<file path="src/rtl/rstseq_pkg.sv">
package rstseq_pkg;
  typedef enum logic [2:0] {
    ST_HOLD = 3'd0,
    ST_OSC  = 3'd1,
    ST_PROP = 3'd2,
    ST_RUN  = 3'd3,
    ST_WAKE = 3'd4
  } seq_state_e;
endpackage

</file>
<file path="src/rtl/rstseq_sync.sv">
module rstseq_sync #(
  parameter int STAGES = 2
) (
  input  logic clk,
  input  logic arst_n,
  output logic rel_sync
);
  logic [STAGES-1:0] chain;

  generate
    for (genvar i = 0; i < STAGES; i++) begin : g_stage
      always_ff @(posedge clk or negedge arst_n) begin
        if (!arst_n) chain[i] <= 1'b0;
        else if (i == 0) chain[i] <= 1'b1;
        else chain[i] <= chain[(i == 0) ? 0 : i-1];
      end
    end
  endgenerate

  assign rel_sync = chain[STAGES-1];
endmodule

</file>
<file path="src/rtl/rstseq_fsm.sv">
module rstseq_fsm
  import rstseq_pkg::*;
#(
  parameter int OSC_CYCLES  = 41032,
  parameter int PROP_CYCLES = 70
) (
  input  logic clk,
  input  logic arst_n,
  input  logic rel_sync,
  input  logic clksel_pin,
  input  logic osc_wake,
  output logic in_hold,
  output logic released,
  output logic running,
  output logic latch_stb,
  output logic release_stb
);
  localparam int CNT_W = $clog2(OSC_CYCLES + PROP_CYCLES + 1);
  localparam logic [CNT_W-1:0] OSC_LAST  = CNT_W'(OSC_CYCLES - 1);
  localparam logic [CNT_W-1:0] PROP_LAST = CNT_W'(PROP_CYCLES - 1);

  seq_state_e state;
  logic [CNT_W-1:0] cnt;

  always_ff @(posedge clk or negedge arst_n) begin
    if (!arst_n) begin
      state <= ST_HOLD;
      cnt   <= '0;
    end else begin
      case (state)
        ST_HOLD: if (rel_sync) begin
          cnt   <= '0;
          state <= clksel_pin ? ST_PROP : ST_OSC;
        end
        ST_OSC: if (cnt == OSC_LAST) begin
          cnt <= '0; state <= ST_PROP;
        end else cnt <= cnt + 1'b1;
        ST_PROP: if (cnt == PROP_LAST) begin
          cnt <= '0; state <= ST_RUN;
        end else cnt <= cnt + 1'b1;
        ST_RUN: if (osc_wake) begin
          cnt <= '0; state <= ST_WAKE;
        end
        ST_WAKE: if (cnt == OSC_LAST) begin
          cnt <= '0; state <= ST_RUN;
        end else cnt <= cnt + 1'b1;
        default: state <= ST_HOLD;
      endcase
    end
  end

  assign in_hold     = (state == ST_HOLD);
  assign released    = (state == ST_RUN) || (state == ST_WAKE);
  assign running     = (state == ST_RUN);
  assign latch_stb   = in_hold && rel_sync;
  assign release_stb = (state == ST_PROP) && (cnt == PROP_LAST);

  // the oscillator and wake windows never run past their length
  p_osc_bound_r5: assert property (@(posedge clk) disable iff (!arst_n)
    (state == ST_OSC || state == ST_WAKE) |-> cnt <= OSC_LAST);
  // a wake request during counting never opens a wake window
  p_wake_ignored_r12: assert property (@(posedge clk) disable iff (!arst_n)
    ((state == ST_OSC || state == ST_PROP) && osc_wake) |=> state != ST_WAKE);
  // a wake window always comes from the running state
  p_wake_from_run_r11: assert property (@(posedge clk) disable iff (!arst_n)
    $rose(state == ST_WAKE) |-> $past(state) == ST_RUN);
endmodule

</file>
<file path="src/rtl/rstseq_straps.sv">
module rstseq_straps #(
  parameter int BOOT_W = 3
) (
  input  logic              clk,
  input  logic              arst_n,
  input  logic              latch_stb,
  input  logic              release_stb,
  input  logic              clksel_pin,
  input  logic              pmux_pin,
  input  logic              smux_pin,
  input  logic [BOOT_W-1:0] boot_pins,
  output logic              clkm_q,
  output logic              pmux_q,
  output logic              smux_q,
  output logic [BOOT_W-1:0] boot_q
);
  always_ff @(posedge clk or negedge arst_n) begin
    if (!arst_n) begin
      clkm_q <= 1'b0;
      pmux_q <= 1'b0;
      smux_q <= 1'b0;
      boot_q <= '0;
    end else begin
      if (latch_stb) begin
        clkm_q <= clksel_pin;
        pmux_q <= pmux_pin;
        smux_q <= smux_pin;
      end
      if (release_stb) boot_q <= boot_pins;
    end
  end

  // strap fields only move on the sampling strobe
  p_straps_hold_r3: assert property (@(posedge clk) disable iff (!arst_n)
    !latch_stb |=> $stable({clkm_q, pmux_q, smux_q}));
  // boot field only moves on the release strobe
  p_boot_hold_r8: assert property (@(posedge clk) disable iff (!arst_n)
    !release_stb |=> $stable(boot_q));
endmodule

</file>
<file path="src/rtl/rstseq_ack.sv">
module rstseq_ack #(
  parameter int ACK_CYCLES = 2
) (
  input  logic clk,
  input  logic arst_n,
  input  logic release_stb,
  output logic ack_n
);
  localparam int ACK_W = $clog2(ACK_CYCLES + 1);
  logic [ACK_W-1:0] left;

  always_ff @(posedge clk or negedge arst_n) begin
    if (!arst_n) left <= '0;
    else if (release_stb) left <= ACK_W'(ACK_CYCLES);
    else if (left != '0) left <= left - 1'b1;
  end

  assign ack_n = (left == '0);

  // once low, the pulse lasts at least two cycles
  p_ack_min_r7: assert property (@(posedge clk) disable iff (!arst_n)
    $fell(ack_n) |=> !ack_n);
  // the pulse ends after its second low cycle when not re-armed
  p_ack_max_r7: assert property (@(posedge clk) disable iff (!arst_n)
    (!ack_n && $past(!ack_n) && !release_stb) |=> ack_n);
endmodule

</file>
<file path="src/rtl/rstseq_top.sv">
module rstseq_top #(
  parameter int OSC_CYCLES  = 41032,
  parameter int PROP_CYCLES = 70,
  parameter int ACK_CYCLES  = 2,
  parameter int SYNC_STAGES = 2
) (
  input  logic       clk,
  input  logic       rst_pin_n,
  input  logic       strap_clksel,
  input  logic       strap_pmux,
  input  logic       strap_smux,
  input  logic [2:0] boot_pins,
  input  logic       osc_wake,
  output logic       core_rst_n,
  output logic       cpu_run,
  output logic       ack_n,
  output logic       pad_oe,
  output logic       pll_bypass,
  output logic       clk_mode,
  output logic       pmux_mode,
  output logic       smux_mode,
  output logic [2:0] boot_mode
);
  logic rel_sync, in_hold, released, running, latch_stb, release_stb, clkm_q;

  rstseq_sync #(.STAGES(SYNC_STAGES)) u_sync (
    .clk(clk), .arst_n(rst_pin_n), .rel_sync(rel_sync));

  rstseq_fsm #(.OSC_CYCLES(OSC_CYCLES), .PROP_CYCLES(PROP_CYCLES)) u_fsm (
    .clk(clk), .arst_n(rst_pin_n), .rel_sync(rel_sync),
    .clksel_pin(strap_clksel), .osc_wake(osc_wake), .in_hold(in_hold),
    .released(released), .running(running), .latch_stb(latch_stb),
    .release_stb(release_stb));

  rstseq_straps #(.BOOT_W(3)) u_straps (
    .clk(clk), .arst_n(rst_pin_n), .latch_stb(latch_stb),
    .release_stb(release_stb), .clksel_pin(strap_clksel),
    .pmux_pin(strap_pmux), .smux_pin(strap_smux), .boot_pins(boot_pins),
    .clkm_q(clkm_q), .pmux_q(pmux_mode), .smux_q(smux_mode),
    .boot_q(boot_mode));

  rstseq_ack #(.ACK_CYCLES(ACK_CYCLES)) u_ack (
    .clk(clk), .arst_n(rst_pin_n), .release_stb(release_stb), .ack_n(ack_n));

  assign core_rst_n = released;
  assign pad_oe     = released;
  assign cpu_run    = running;
  assign pll_bypass = in_hold;
  assign clk_mode   = in_hold ? strap_clksel : clkm_q;

  // acknowledge is low in the first released cycle
  p_ack_at_release_r7: assert property (@(posedge clk) disable iff (!rst_pin_n)
    $rose(core_rst_n) |-> !ack_n);
  // drivers come on only together with program flow
  p_oe_with_run_r9: assert property (@(posedge clk) disable iff (!rst_pin_n)
    $rose(pad_oe) |-> cpu_run);
endmodule

</file>
<file path="config.mk">
export PLATFORM = sky130hd
export DESIGN_NAME = rstseq_top
export DESIGN_NICKNAME = d
export VERILOG_FILES = /design/src/rtl/rstseq_pkg.sv /design/src/rtl/rstseq_sync.sv /design/src/rtl/rstseq_fsm.sv /design/src/rtl/rstseq_straps.sv /design/src/rtl/rstseq_ack.sv /design/src/rtl/rstseq_top.sv
export SDC_FILE = /design/constraint.sdc
export NUM_CORES = 1
export LEC_CHECK = 0
export ABC_AREA = 1
export BUFFER_PORTS_ARGS = -buffer_cell sky130_fd_sc_hd__buf_2
export CAP_MARGIN = 5
export CELL_PAD_IN_SITES_DETAIL_PLACEMENT = 1
export CELL_PAD_IN_SITES_GLOBAL_PLACEMENT = 1
export CORE_ASPECT_RATIO = 1.2
export CORE_UTILIZATION = 40
export CTS_BUF_LIST = sky130_fd_sc_hd__clkbuf_2
export CTS_CLUSTER_SIZE = 12
export DETAILED_ROUTE_END_ITERATION = 16
export GPL_TIMING_DRIVEN = 0
export HOLD_SLACK_MARGIN = 0.05
export PLACE_DENSITY = 0.88
export SYNTH_ARGS = -nofsm -noshare
export SYNTH_HDL_FRONTEND = slang
export SYNTH_HIERARCHICAL = 1
export SYNTH_SLANG_ARGS = --single-unit
</file>
<file path="constraint.sdc">
create_clock -name clk -period 1.61 [get_ports clk]
set_input_delay 0.322 -clock clk [delete_from_list [all_inputs] [get_ports clk]]
set_output_delay 0.322 -clock clk [all_outputs]
set_load 0.01 [all_outputs]
</file>
==> flow_summary.yaml <==
synthesis:
  synthArstFlopShare_pct: 100.0
  ys_seq_elements: 29
  syn_area_um2: 1894
  synth_area_leader_cell: "dfrtp_1"
  synth_cells: 261
  ys_seq_area_share_pct: 38.31
  synth_nets: 273
  synth_common_cells: "nand2_1 (83), nand3_1 (30), dfrtp_1 (29)"
  yosysWarnings: 6
  synthDistinctLibCells: 30
  avgSynthCellArea_um2: 7.258
  synth-edff-count: 0
  netlist.area_leader.share_pct: 38.31
  synthTopCellsByArea: "dfrtp_1 (38%), nand2_1 (16%), nand3_1 (7.9%)"
  synth.most_common_cell: "nand2_1"
  synthFlopType: "dfrtp_1"
critical_path:
  cp_top_family: "simple AND/OR/NAND/NOR gates"
  r2r-end: "u_straps/boot_q[0]"
  crit_type: "register to output port"
  worstSetupStartpointType: "register"
  crit_arrival_ns: 1.64
  startpoint: "u_fsm/state[0]"
  rr_worst_depth: 9
  cp_max_fo: 4
  end_kind: "output port"
  reg2reg_from: "u_fsm/state[2]"
  worst-path-stages: 7
  critical_path.slowest_cell: "dfrtp_2"
  reg2reg_slack_ns: -0.19
  cp-endpoint: "clk_mode"
  cp_cell_sequence: "nor2_4, inv_2, nor2_4, inv_1, nand2_1, nand2_1, buf_2"
  required_ns: 1.29
  critical_path.max_stage_delay_ns: 0.48
  critPathBufInv: 3
placed_design:
  globalplace.congestion: 0.8141
  port_buffers: 19
  hpwl_mm: 3.747
  place_inst: 338
  placedInstanceArea_um2: 2062
sta:
  finalCriticalPeriod_ns: 1.964
  fin_crit_sh_pct: 122.0
  fin_skew_ns: 0.02299
  maxClockFrequency_mhz: 509.2
  hold_viol_final: 0
  holdWs_ns: 0.1301
  maxSlewViolCount: 0
  worst_pin_slew_ns: 0.7105
  setup_ws_ns: -0.3540
  timing.slew.headroom_pct: 52.63
  setup_violations: 11
  rsz0062_at_grt: "yes"
drt:
  via_per_inst: 5.625
  wl_per_cell_um: 20.20
  wl_mm: 7.596
  dr.pass1.iters: 4
  first_iter_violations: 141
  drc_errors: 0
  ant_nets: 0
  num_vias: 2115
cts:
  clock-sinks: 29
  cts_inserted_buffers: 5
  cts.path.max_buffers: 2
  clk_pin_slew_ns: 0.19
  cts_tree: "yes"
  clock-root-buffer: "clkbuf_2"
  cts_max_level: 2
  clk_latency_ns: 0.40
die:
  die-width_um: 64.82
  die_area_um2: 5016
  rows: 27
  ios: 20
  initial_core_util_pct: 41.54
  die_y_um: 77.39
  core_um2: 4561
run_status:
  status: "finished with violations"
  violations: "negative setup slack"
pwr:
  p_per_area_nw_per_um2: 1677
  finalPower_uw: 4204
  ir_drop_mv: 1.170
  leakagePower_uw: 0.001199
global_route:
  grt_pass1_wl_mm: 9.887
  antenna_found_initial: 0
  grt_max_degree: 30
  grt-ovfl-total: 0
  track_usage_pct: 26.05
  grt_pass1_vias: 2076
layout:
  final_nets: 329
  final_cell_count_no_fill: 376
  drive_above_1_share_pct: 35.22
  syn_to_final_growth_pct: 32.36
  antenna_cells: 0
  final_area_um2: 2507
job:
  max-cap-violations: 0
min_path:
  worstHoldPathType: "input pin to register"
-- where the power goes --
group          switching [uW]  internal (uW)
Combinational            1550           1010
Sequential                170            890
Clock                     316            264
-- worst min-delay path: stages --
cell and delay [ns]:
buf_2 0.08, nand2_1 0.05, nand2_1 0.06
-- kinds of logic (layout without fill, tap and decap cells) --
logic type | count (synthesis) | after routing | synth area share, %
AOI/OAI and AO/OA | 17 | 17 | 5.152
xor gates and xnor gates | 3 | 3 | 1.387
adders and majority gates | 3 | 3 | 1.982
buffers and inverters | 37 | 94 | 8.388
DFF | 29 | 29 | 38.31
other | 1 | 1 | 0.1980
and+or+nand+nor | 171 | 171 | 44.58
-- timing repair --
action / 4_1_cts / 5_1_grt
resized for setup: 13 / 30
hold buffers: 1 / 0
pin swaps: 4 / 13
endpoints found under the hold margin: 29 / 0
endpoints found under the setup margin: 11 / 21
setup buffers: 16 / 14
-- worst min-delay path by stage --
stage,from,end,slack [ns],cells past startpoint
2_1_floorplan,rst_pin_n,u_ack/left[0],0.03,0
3_3_place_gp,u_sync/chain[0],u_sync/rel_sync,0.33,0
3_5_place_dp,u_sync/chain[0],u_sync/rel_sync,0.36,0
4_1_cts,strap_pmux,u_straps/pmux_q,0.11,3
5_1_grt,boot_pins[1],u_straps/boot_q[1],0.12,3
6_report,strap_pmux,u_straps/pmux_q,0.13,3
-- final cells by class --
| class | count | area (um2) |
|---|---|---|
| timing repair buffer | 49 | 354.1 |
| clock buffer | 5 | 25.02 |
| buffer | 3 | 26.28 |
| multi-input combinational | 195 | 1105 |
| tap | 58 | 72.57 |
| sequential | 29 | 733.2 |
| inverter | 34 | 145.1 |
| clock inverter | 3 | 46.29 |
| fill | 577 | 2053 |
-- metrics by stage --
stage               util, %  worst slack (ns)  setup TNS (ns)
global route          54.98           -0.4043          -2.656
floorplan                 -           0.02791               0
CTS                   50.48           -0.1390         -0.4116
global placement      45.21           -0.1697         -0.4886
detailed placement    45.21           -0.2204         -0.6837
finish                54.98           -0.3540          -1.778
-- cells in the final DEF (no fill, tap or decap), drive strengths merged, types with 5 or more instances in the layout --
master  instances
nand4           9
nand3          32
clkbuf          5
nand2          91
nor2           29
nor3            7
inv            34
buf            51
o21ai          11
dfrtp          29
-- metal layers --
| metal | vias up | part of all wire (%) | global-route usage [%] |
|---|---|---|---|
| met5 | - | 0 | 0 |
| met4 | 0 | 5.6 | 11.56 |
| li1 | 955 | - | - |
| met3 | 38 | 3.6 | 4.265 |
| met1 | 1044 | 37 | 27.95 |
| met2 | 78 | 53 | 48.54 |
-- state kept, by name, summed over array words and instances, names as in the netlist --
| register | flops |
|---|---|
| u_ack/left | 2 |
| u_fsm/cnt | 16 |
| u_fsm/state | 3 |
| u_straps/boot_q | 3 |
| u_straps/clkm_q | 1 |
| u_straps/pmux_q | 1 |
| u_straps/smux_q | 1 |
| u_sync/chain | 1 |
| u_sync/rel_sync | 1 |
Power figures use the tool's default switching activity.
